===== config.mk =====
export PLATFORM = sky130hd
export DESIGN_NAME = afs_fsync_gen
export DESIGN_NICKNAME = d
export VERILOG_FILES = /design/src/rtl/afs_pkg.sv /design/src/rtl/afs_bclk_div.sv /design/src/rtl/afs_edge_sync.sv /design/src/rtl/afs_frame_ctr.sv /design/src/rtl/afs_fsync_gen.sv
export SDC_FILE = /design/constraint.sdc
export NUM_CORES = 1
export LEC_CHECK = 0
export ABC_AREA = 1
export CORE_ASPECT_RATIO = 0.7
export CORE_MARGIN = 4
export CORE_UTILIZATION = 40
export DETAILED_ROUTE_END_ITERATION = 8
export GPL_ROUTABILITY_DRIVEN = 0
export PLACE_DENSITY = 0.73
export SKIP_CTS_REPAIR_TIMING = 1
export SLEW_MARGIN = 20
export SYNTH_ARGS = -nofsm -noshare
export SYNTH_HDL_FRONTEND = slang
export SYNTH_SLANG_ARGS = --single-unit

===== constraint.sdc =====
create_clock -name clk -period 1.45 [get_ports clk]
set_input_delay 0.2175 -clock clk [delete_from_list [all_inputs] [get_ports clk]]
set_output_delay 0.2175 -clock clk [all_outputs]
set_load 0.05 [all_outputs]

===== src/rtl/afs_pkg.sv =====
package afs_pkg;

  typedef enum logic [1:0] {
    CM_MASTER   = 2'b00,
    CM_EXT_BCLK = 2'b01,
    CM_SLAVE    = 2'b10,
    CM_SLAVE_B  = 2'b11
  } clk_mode_e;

  function automatic logic mode_is_slave(input logic [1:0] m);
    return m[1];
  endfunction

  function automatic logic mode_is_ext_bclk(input logic [1:0] m);
    return (m == CM_EXT_BCLK);
  endfunction

endpackage


===== src/rtl/afs_bclk_div.sv =====
module afs_bclk_div #(
  parameter int DIV = 2
) (
  input  logic clk,
  input  logic rst_n,
  input  logic en,
  output logic bclk,
  output logic tick
);
  localparam int CW = (DIV > 1) ? $clog2(DIV) : 1;

  logic bclk_q;

  generate
    if (DIV == 1) begin : g_nodiv
      always_ff @(posedge clk or negedge rst_n) begin
        if (!rst_n)   bclk_q <= 1'b0;
        else if (!en) bclk_q <= 1'b0;
        else          bclk_q <= ~bclk_q;
      end
      assign tick = en && !bclk_q;
    end else begin : g_div
      logic [CW-1:0] cnt_q;
      logic          wrap;
      assign wrap = (cnt_q == CW'(DIV - 1));
      always_ff @(posedge clk or negedge rst_n) begin
        if (!rst_n) begin
          cnt_q  <= '0;
          bclk_q <= 1'b0;
        end else if (!en) begin
          cnt_q  <= '0;
          bclk_q <= 1'b0;
        end else if (wrap) begin
          cnt_q  <= '0;
          bclk_q <= ~bclk_q;
        end else begin
          cnt_q  <= cnt_q + 1'b1;
        end
      end
      assign tick = en && wrap && !bclk_q;
    end
  endgenerate

  assign bclk = bclk_q;

  // once the generator is held off the clock parks low and stops ticking
  p_park_low_r6: assert property (@(posedge clk) disable iff (!rst_n)
    !en |=> (!bclk && !tick));

  // a rising bit-clock edge never happens on two cycles in a row
  p_tick_spacing_r8: assert property (@(posedge clk) disable iff (!rst_n)
    tick |=> !tick);

endmodule


===== src/rtl/afs_edge_sync.sv =====
module afs_edge_sync #(
  parameter int STAGES = 2
) (
  input  logic clk,
  input  logic rst_n,
  input  logic din,
  output logic rise
);
  logic [STAGES:0] sh_q;

  always_ff @(posedge clk or negedge rst_n) begin
    if (!rst_n) sh_q <= '0;
    else        sh_q <= {sh_q[STAGES-1:0], din};
  end

  assign rise = sh_q[STAGES-1] && !sh_q[STAGES];

  p_rise_single_r9: assert property (@(posedge clk) disable iff (!rst_n)
    rise |=> !rise);

endmodule


===== src/rtl/afs_frame_ctr.sv =====
module afs_frame_ctr #(
  parameter int PW = 8
) (
  input  logic          clk,
  input  logic          rst_n,
  input  logic          enable,
  input  logic          tick,
  input  logic          free_run,
  input  logic          wr_strobe,
  input  logic [PW-1:0] period_m1,
  input  logic [PW-1:0] width_m1,
  output logic          active,
  output logic          running,
  output logic          start_q
);
  logic [PW-1:0] pos_q;
  logic          run_q;
  logic          pend_q;
  logic          at_end;
  logic          want;
  logic          begin_frame;

  assign at_end      = !run_q || (pos_q == period_m1);
  assign want        = free_run || pend_q || wr_strobe;
  assign begin_frame = enable && tick && at_end && want;

  always_ff @(posedge clk or negedge rst_n) begin
    if (!rst_n) begin
      pos_q   <= '0;
      run_q   <= 1'b0;
      pend_q  <= 1'b0;
      start_q <= 1'b0;
    end else if (!enable) begin
      pos_q   <= '0;
      run_q   <= 1'b0;
      pend_q  <= 1'b0;
      start_q <= 1'b0;
    end else begin
      start_q <= begin_frame;
      if (wr_strobe) pend_q <= 1'b1;
      if (tick) begin
        if (!at_end) begin
          pos_q <= pos_q + 1'b1;
        end else if (want) begin
          run_q  <= 1'b1;
          pos_q  <= '0;
          pend_q <= 1'b0;
        end else begin
          run_q  <= 1'b0;
          pos_q  <= '0;
        end
      end
    end
  end

  assign active  = run_q && (pos_q <= width_m1);
  assign running = run_q;

  // a frame start always lands on position zero of a running frame
  p_start_at_zero_r5: assert property (@(posedge clk) disable iff (!rst_n)
    start_q |-> (run_q && pos_q == '0));

  // with the frame-sync stage held off, nothing runs on the next cycle
  p_held_idle_r4: assert property (@(posedge clk) disable iff (!rst_n)
    !enable |=> (!run_q && !start_q));

  // the position only moves on a bit-clock edge
  p_pos_on_tick_r1: assert property (@(posedge clk) disable iff (!rst_n)
    (enable && !tick) |=> $stable(pos_q));

  // a one-shot frame with nothing pending ends at its last bit clock
  p_oneshot_end_r3: assert property (@(posedge clk) disable iff (!rst_n)
    (enable && tick && run_q && pos_q == period_m1 && !free_run && !pend_q && !wr_strobe)
      |=> !run_q);

endmodule


===== src/rtl/afs_fsync_gen.sv =====
module afs_fsync_gen
  import afs_pkg::*;
#(
  parameter int PW     = 8,
  parameter int DIV    = 2,
  parameter int SYNC_N = 2
) (
  input  logic          clk,
  input  logic          rst_n,
  input  logic          gen_en,
  input  logic          fs_en,
  input  logic          free_run,
  input  logic          wr_strobe,
  input  logic [1:0]    clk_mode,
  input  logic [PW-1:0] period_m1,
  input  logic [PW-1:0] width_m1,
  input  logic          fsx_low,
  input  logic          fsr_low,
  input  logic          ext_bclk,
  input  logic          ext_fs,
  output logic          bclk_out,
  output logic          bclk_oe,
  output logic          fsx_out,
  output logic          fsr_out,
  output logic          fs_oe,
  output logic          frame_start
);
  logic is_slave, is_ext;
  logic int_bclk, int_tick;
  logic ext_rise, fs_act_rise;
  logic bit_tick;
  logic fr_enable, fr_active, fr_running, fr_start;

  assign is_slave = mode_is_slave(clk_mode);
  assign is_ext   = mode_is_ext_bclk(clk_mode);

  afs_bclk_div #(.DIV(DIV)) u_div (
    .clk   (clk),
    .rst_n (rst_n),
    .en    (gen_en && (clk_mode == CM_MASTER)),
    .bclk  (int_bclk),
    .tick  (int_tick)
  );

  afs_edge_sync #(.STAGES(SYNC_N)) u_bclk_sync (
    .clk   (clk),
    .rst_n (rst_n),
    .din   (ext_bclk),
    .rise  (ext_rise)
  );

  afs_edge_sync #(.STAGES(SYNC_N)) u_fs_sync (
    .clk   (clk),
    .rst_n (rst_n),
    .din   (ext_fs ^ fsr_low),
    .rise  (fs_act_rise)
  );

  assign bit_tick  = is_ext ? (gen_en && ext_rise) : int_tick;
  assign fr_enable = gen_en && fs_en && !is_slave;

  afs_frame_ctr #(.PW(PW)) u_frame (
    .clk       (clk),
    .rst_n     (rst_n),
    .enable    (fr_enable),
    .tick      (bit_tick),
    .free_run  (free_run),
    .wr_strobe (wr_strobe),
    .period_m1 (period_m1),
    .width_m1  (width_m1),
    .active    (fr_active),
    .running   (fr_running),
    .start_q   (fr_start)
  );

  assign bclk_out    = int_bclk;
  assign bclk_oe     = (clk_mode == CM_MASTER);
  assign fs_oe       = !is_slave;
  assign fsx_out     = is_slave ? ext_fs : (fr_active ^ fsx_low);
  assign fsr_out     = is_slave ? ext_fs : (fr_active ^ fsr_low);
  assign frame_start = is_slave ? fs_act_rise : fr_start;

  // an idle generator holds each strobe at its own inactive level
  p_idle_level_r7: assert property (@(posedge clk) disable iff (!rst_n)
    (!is_slave && !fr_running) |-> (fsx_out == fsx_low && fsr_out == fsr_low));

  // in slave mode the pins are never driven
  p_slave_quiet_r10: assert property (@(posedge clk) disable iff (!rst_n)
    is_slave |-> (!bclk_oe && !fs_oe && !int_bclk));

endmodule


==> flow_summary.toml <==
[timing]
setup_slack_ps = -594
finalSetupViolations = 12
slew_viol_final = 0
max_slew_margin_pct = 74.3
rsz0062_at_grt = "yes"
hold_ws_ps = 302
period_share_pct = 141
fin_skew_ps = 2.87
max_freq_mhz = 489
tightest_slew_ps = 383
tns_ps = -1800
min_period_ps = 2040
hold_violations = 0

[placement]
dpl.hpwl_um = 2600
portBuffers = 33

[final_layout]
n_antenna_cell = 0
finalNetCount = 249
area_delta_synth_final_pct = 61.9
drive_gt1_share_pct = 28.4

[global_route]
grt_max_degree = 20
grt_usage_pct = 16.3
grt_pass1_vias = 1151
grt-ovfl-total = 0
antenna_found_initial = 0
grt_pass1_wl_um = 4950

[setup_path]
critPathCaptureType = "output port"
cpMostUsedCell = "nand2_2"
crit_fanout = 3
crit_arrival_ps = 1830
path_cells = "clkdlybuf4s50_1 > inv_1 > ha_4 > nand2_2 > nor2_4 > nand4_1 > nand2_2 > nand2_2 > nand2_2 > nand3_2 > nand2_4 > buf_12"
max_stage_delay_ps = 460
crit_type = "primary input to output port"
start_kind = "primary input"
cp.required_ps = 1230
cp_slowest_cell = "clkdlybuf4s50_1"

[floorplanning]
die_x_um = 74.4
initial_core_util_pct = 42.9
die-height_um = 54.5
dieArea_um2 = 4060
num_io_pins = 34
coreArea_um2 = 2880
row_count = 16

[clock_tree]
htreeDepth = 1
cts_buffer_depth = 2
numCtsBuffers = 3
clock_latency_ps = 250
root_buffer = "clkbuf_8"
clk_pin_slew_ps = 60
cts_tree = "built"
clkSinkCount = 19

[synth]
synth-compound-area-share_pct = 4.55
ys_ff_latch = 19
synthSimpleGateAreaFrac_pct = 30.7
synth_area_per_cell_um2 = 7.98
synth_xor_area_share_pct = 9.92
syn_inst = 155
synth_top_family_by_area = "simple AND/OR/NAND/NOR gates"
syn-cell-area_um2 = 1240
synth_mux_area_share_pct = 0
syn_nets = 192
yosysWarningCount = 0
yosysSeqAreaShare_pct = 38.5
synth_cell_type_count = 24
synth_fa_ha_area_share_pct = 9.11

[run]
cap_violations = 0

[hold_path]
hold_path.class = "primary input to asynchronous set/reset pin"

[power_and_ir_drop]
p_leak_nw = 1.04
peakVddDrop_mv = 0.648
power_density_nw_per_um2 = 593

[run_status]
status = "complete, but fails checks"
violations = "setup timing"

[drt]
num_vias = 1163
drtPass1Iterations = 4
ant_nets = 0
vias_per_cell = 4.71
wl_um = 3210
drtIter0Drc = 30
wl_per_cell_um = 13.0
drc = 0
==> report_power, final <==
group          internal [W]  switching (W)  total (W)
Sequential         0.000545     0.00000687   0.000552
Clock              0.000195       0.000155   0.000349
Combinational      0.000150       0.000135   0.000285
==> final timing paths <==
check / startpoint / slack, ps / cells past startpoint / endpoint
max: width_m1[6] / -590 / 12 / fsx_out
max reg2reg: u_frame.pos_q[3] / -130 / 10 / u_frame.running
min: rst_n / 300 / 2 / u_fs_sync.sh_q[0]
min in group clk: u_fs_sync.sh_q[0] / 350 / 0 / u_fs_sync.sh_q[1]
max in group asynchronous: rst_n / 940 / 2 / u_div.bclk
min reg2reg: u_fs_sync.sh_q[0] / 350 / 0 / u_fs_sync.sh_q[1]
==> layer usage <==
| layer | track usage (%) | share of wire, % | vias to the layer above | wire [um] |
|---|---|---|---|---|
| met1 | 20.9 | 45 | 533 | 1440 |
| met4 | 2.96 | 1.3 | 0 | 41 |
| li1 | - | - | 604 | - |
| met3 | 3.85 | 4.1 | 4 | 130 |
| met5 | 0 | 0 | - | 0 |
| met2 | 28.6 | 50 | 22 | 1600 |
==> logic make-up (layout without fill, tap and decap cells) <==
kind of cell,Yosys count,in the layout
and+or+nand+nor,80,80
buffers and inverters,24,80
DFF,19,19
xor gates and xnor gates,14,14
adders and majority gates,9,9
AOI/OAI and AO/OA,9,9
==> flip-flops by register name, indices dropped and copies added (netlist names) <==
name               cells
u_bclk_sync.sh_q       3
u_frame.pend_q         1
u_frame.start_q        1
u_frame.pos_q          8
u_div.g_div.cnt_q      1
u_fs_sync.sh_q         3
u_div.bclk             1
u_frame.running        1
==> layout make-up <==
cell class                      count  area [um2]
Multi-Input combinational cell    112         792
Sequential cell                    19         475
Timing Repair Buffer               52         554
Clock buffer                        4        45.0
Tap cell                           36        45.0
Fill cell                         210         881
Inverter                           24        90.1
==> cells in the final DEF, fill, tap and decap left out, types with 3 or more instances in the layout <==
master / count
nand3_1: 4
clkbuf_8: 3
inv_2: 6
dlymetal6s2s_1: 7
xnor2_1: 8
nor2_2: 3
clkdlybuf4s50_1: 20
ha_1: 4
ha_4: 5
inv_1: 18
nand3_2: 4
xor2_1: 6
dfrtp_1: 19
buf_4: 18
nand4_1: 4
nand2_1: 38
buf_12: 6
nand2_2: 5
nor2_1: 13
==> worst max-delay path: cells and delay by family <==
kind                     cells  cell delay (ps)
AND/OR/NAND/NOR              8              680
adder cells (fa/ha/maj)      1              260
buffers and inverters        3              650
==> through the flow <==
step	instance area [um2]	setup WS (ps)	total power [W]	cells	utilization [%]
finish	2000	-594	0.00119	247	69.4
detailed placement	1830	-694	0.000832	243	63.5
floorplan	1250	-256	0.000662	155	-
CTS	1870	-703	0.00119	247	65.0
global placement	1830	-626	0.000825	243	63.5
global route	2000	-736	0.00124	247	69.4
==> synthesized netlist by cell type (all sizes together) <==
master | number | share of area [%]
a21boi | 1 | 0.91
nand3 | 9 | 5.1
nand4 | 6 | 4.8
nor2 | 18 | 6.3
inv | 24 | 7.3
nor4 | 1 | 0.51
xor2 | 6 | 4.3
a21oi | 2 | 0.81
nor3 | 1 | 0.40
a21o | 1 | 0.61
xnor2 | 8 | 5.7
o31ai | 1 | 0.61
dfrtp | 19 | 38
ha | 9 | 9.1
nand2 | 45 | 14
o21ai | 4 | 1.6
Power figures use the tool's default switching activity.
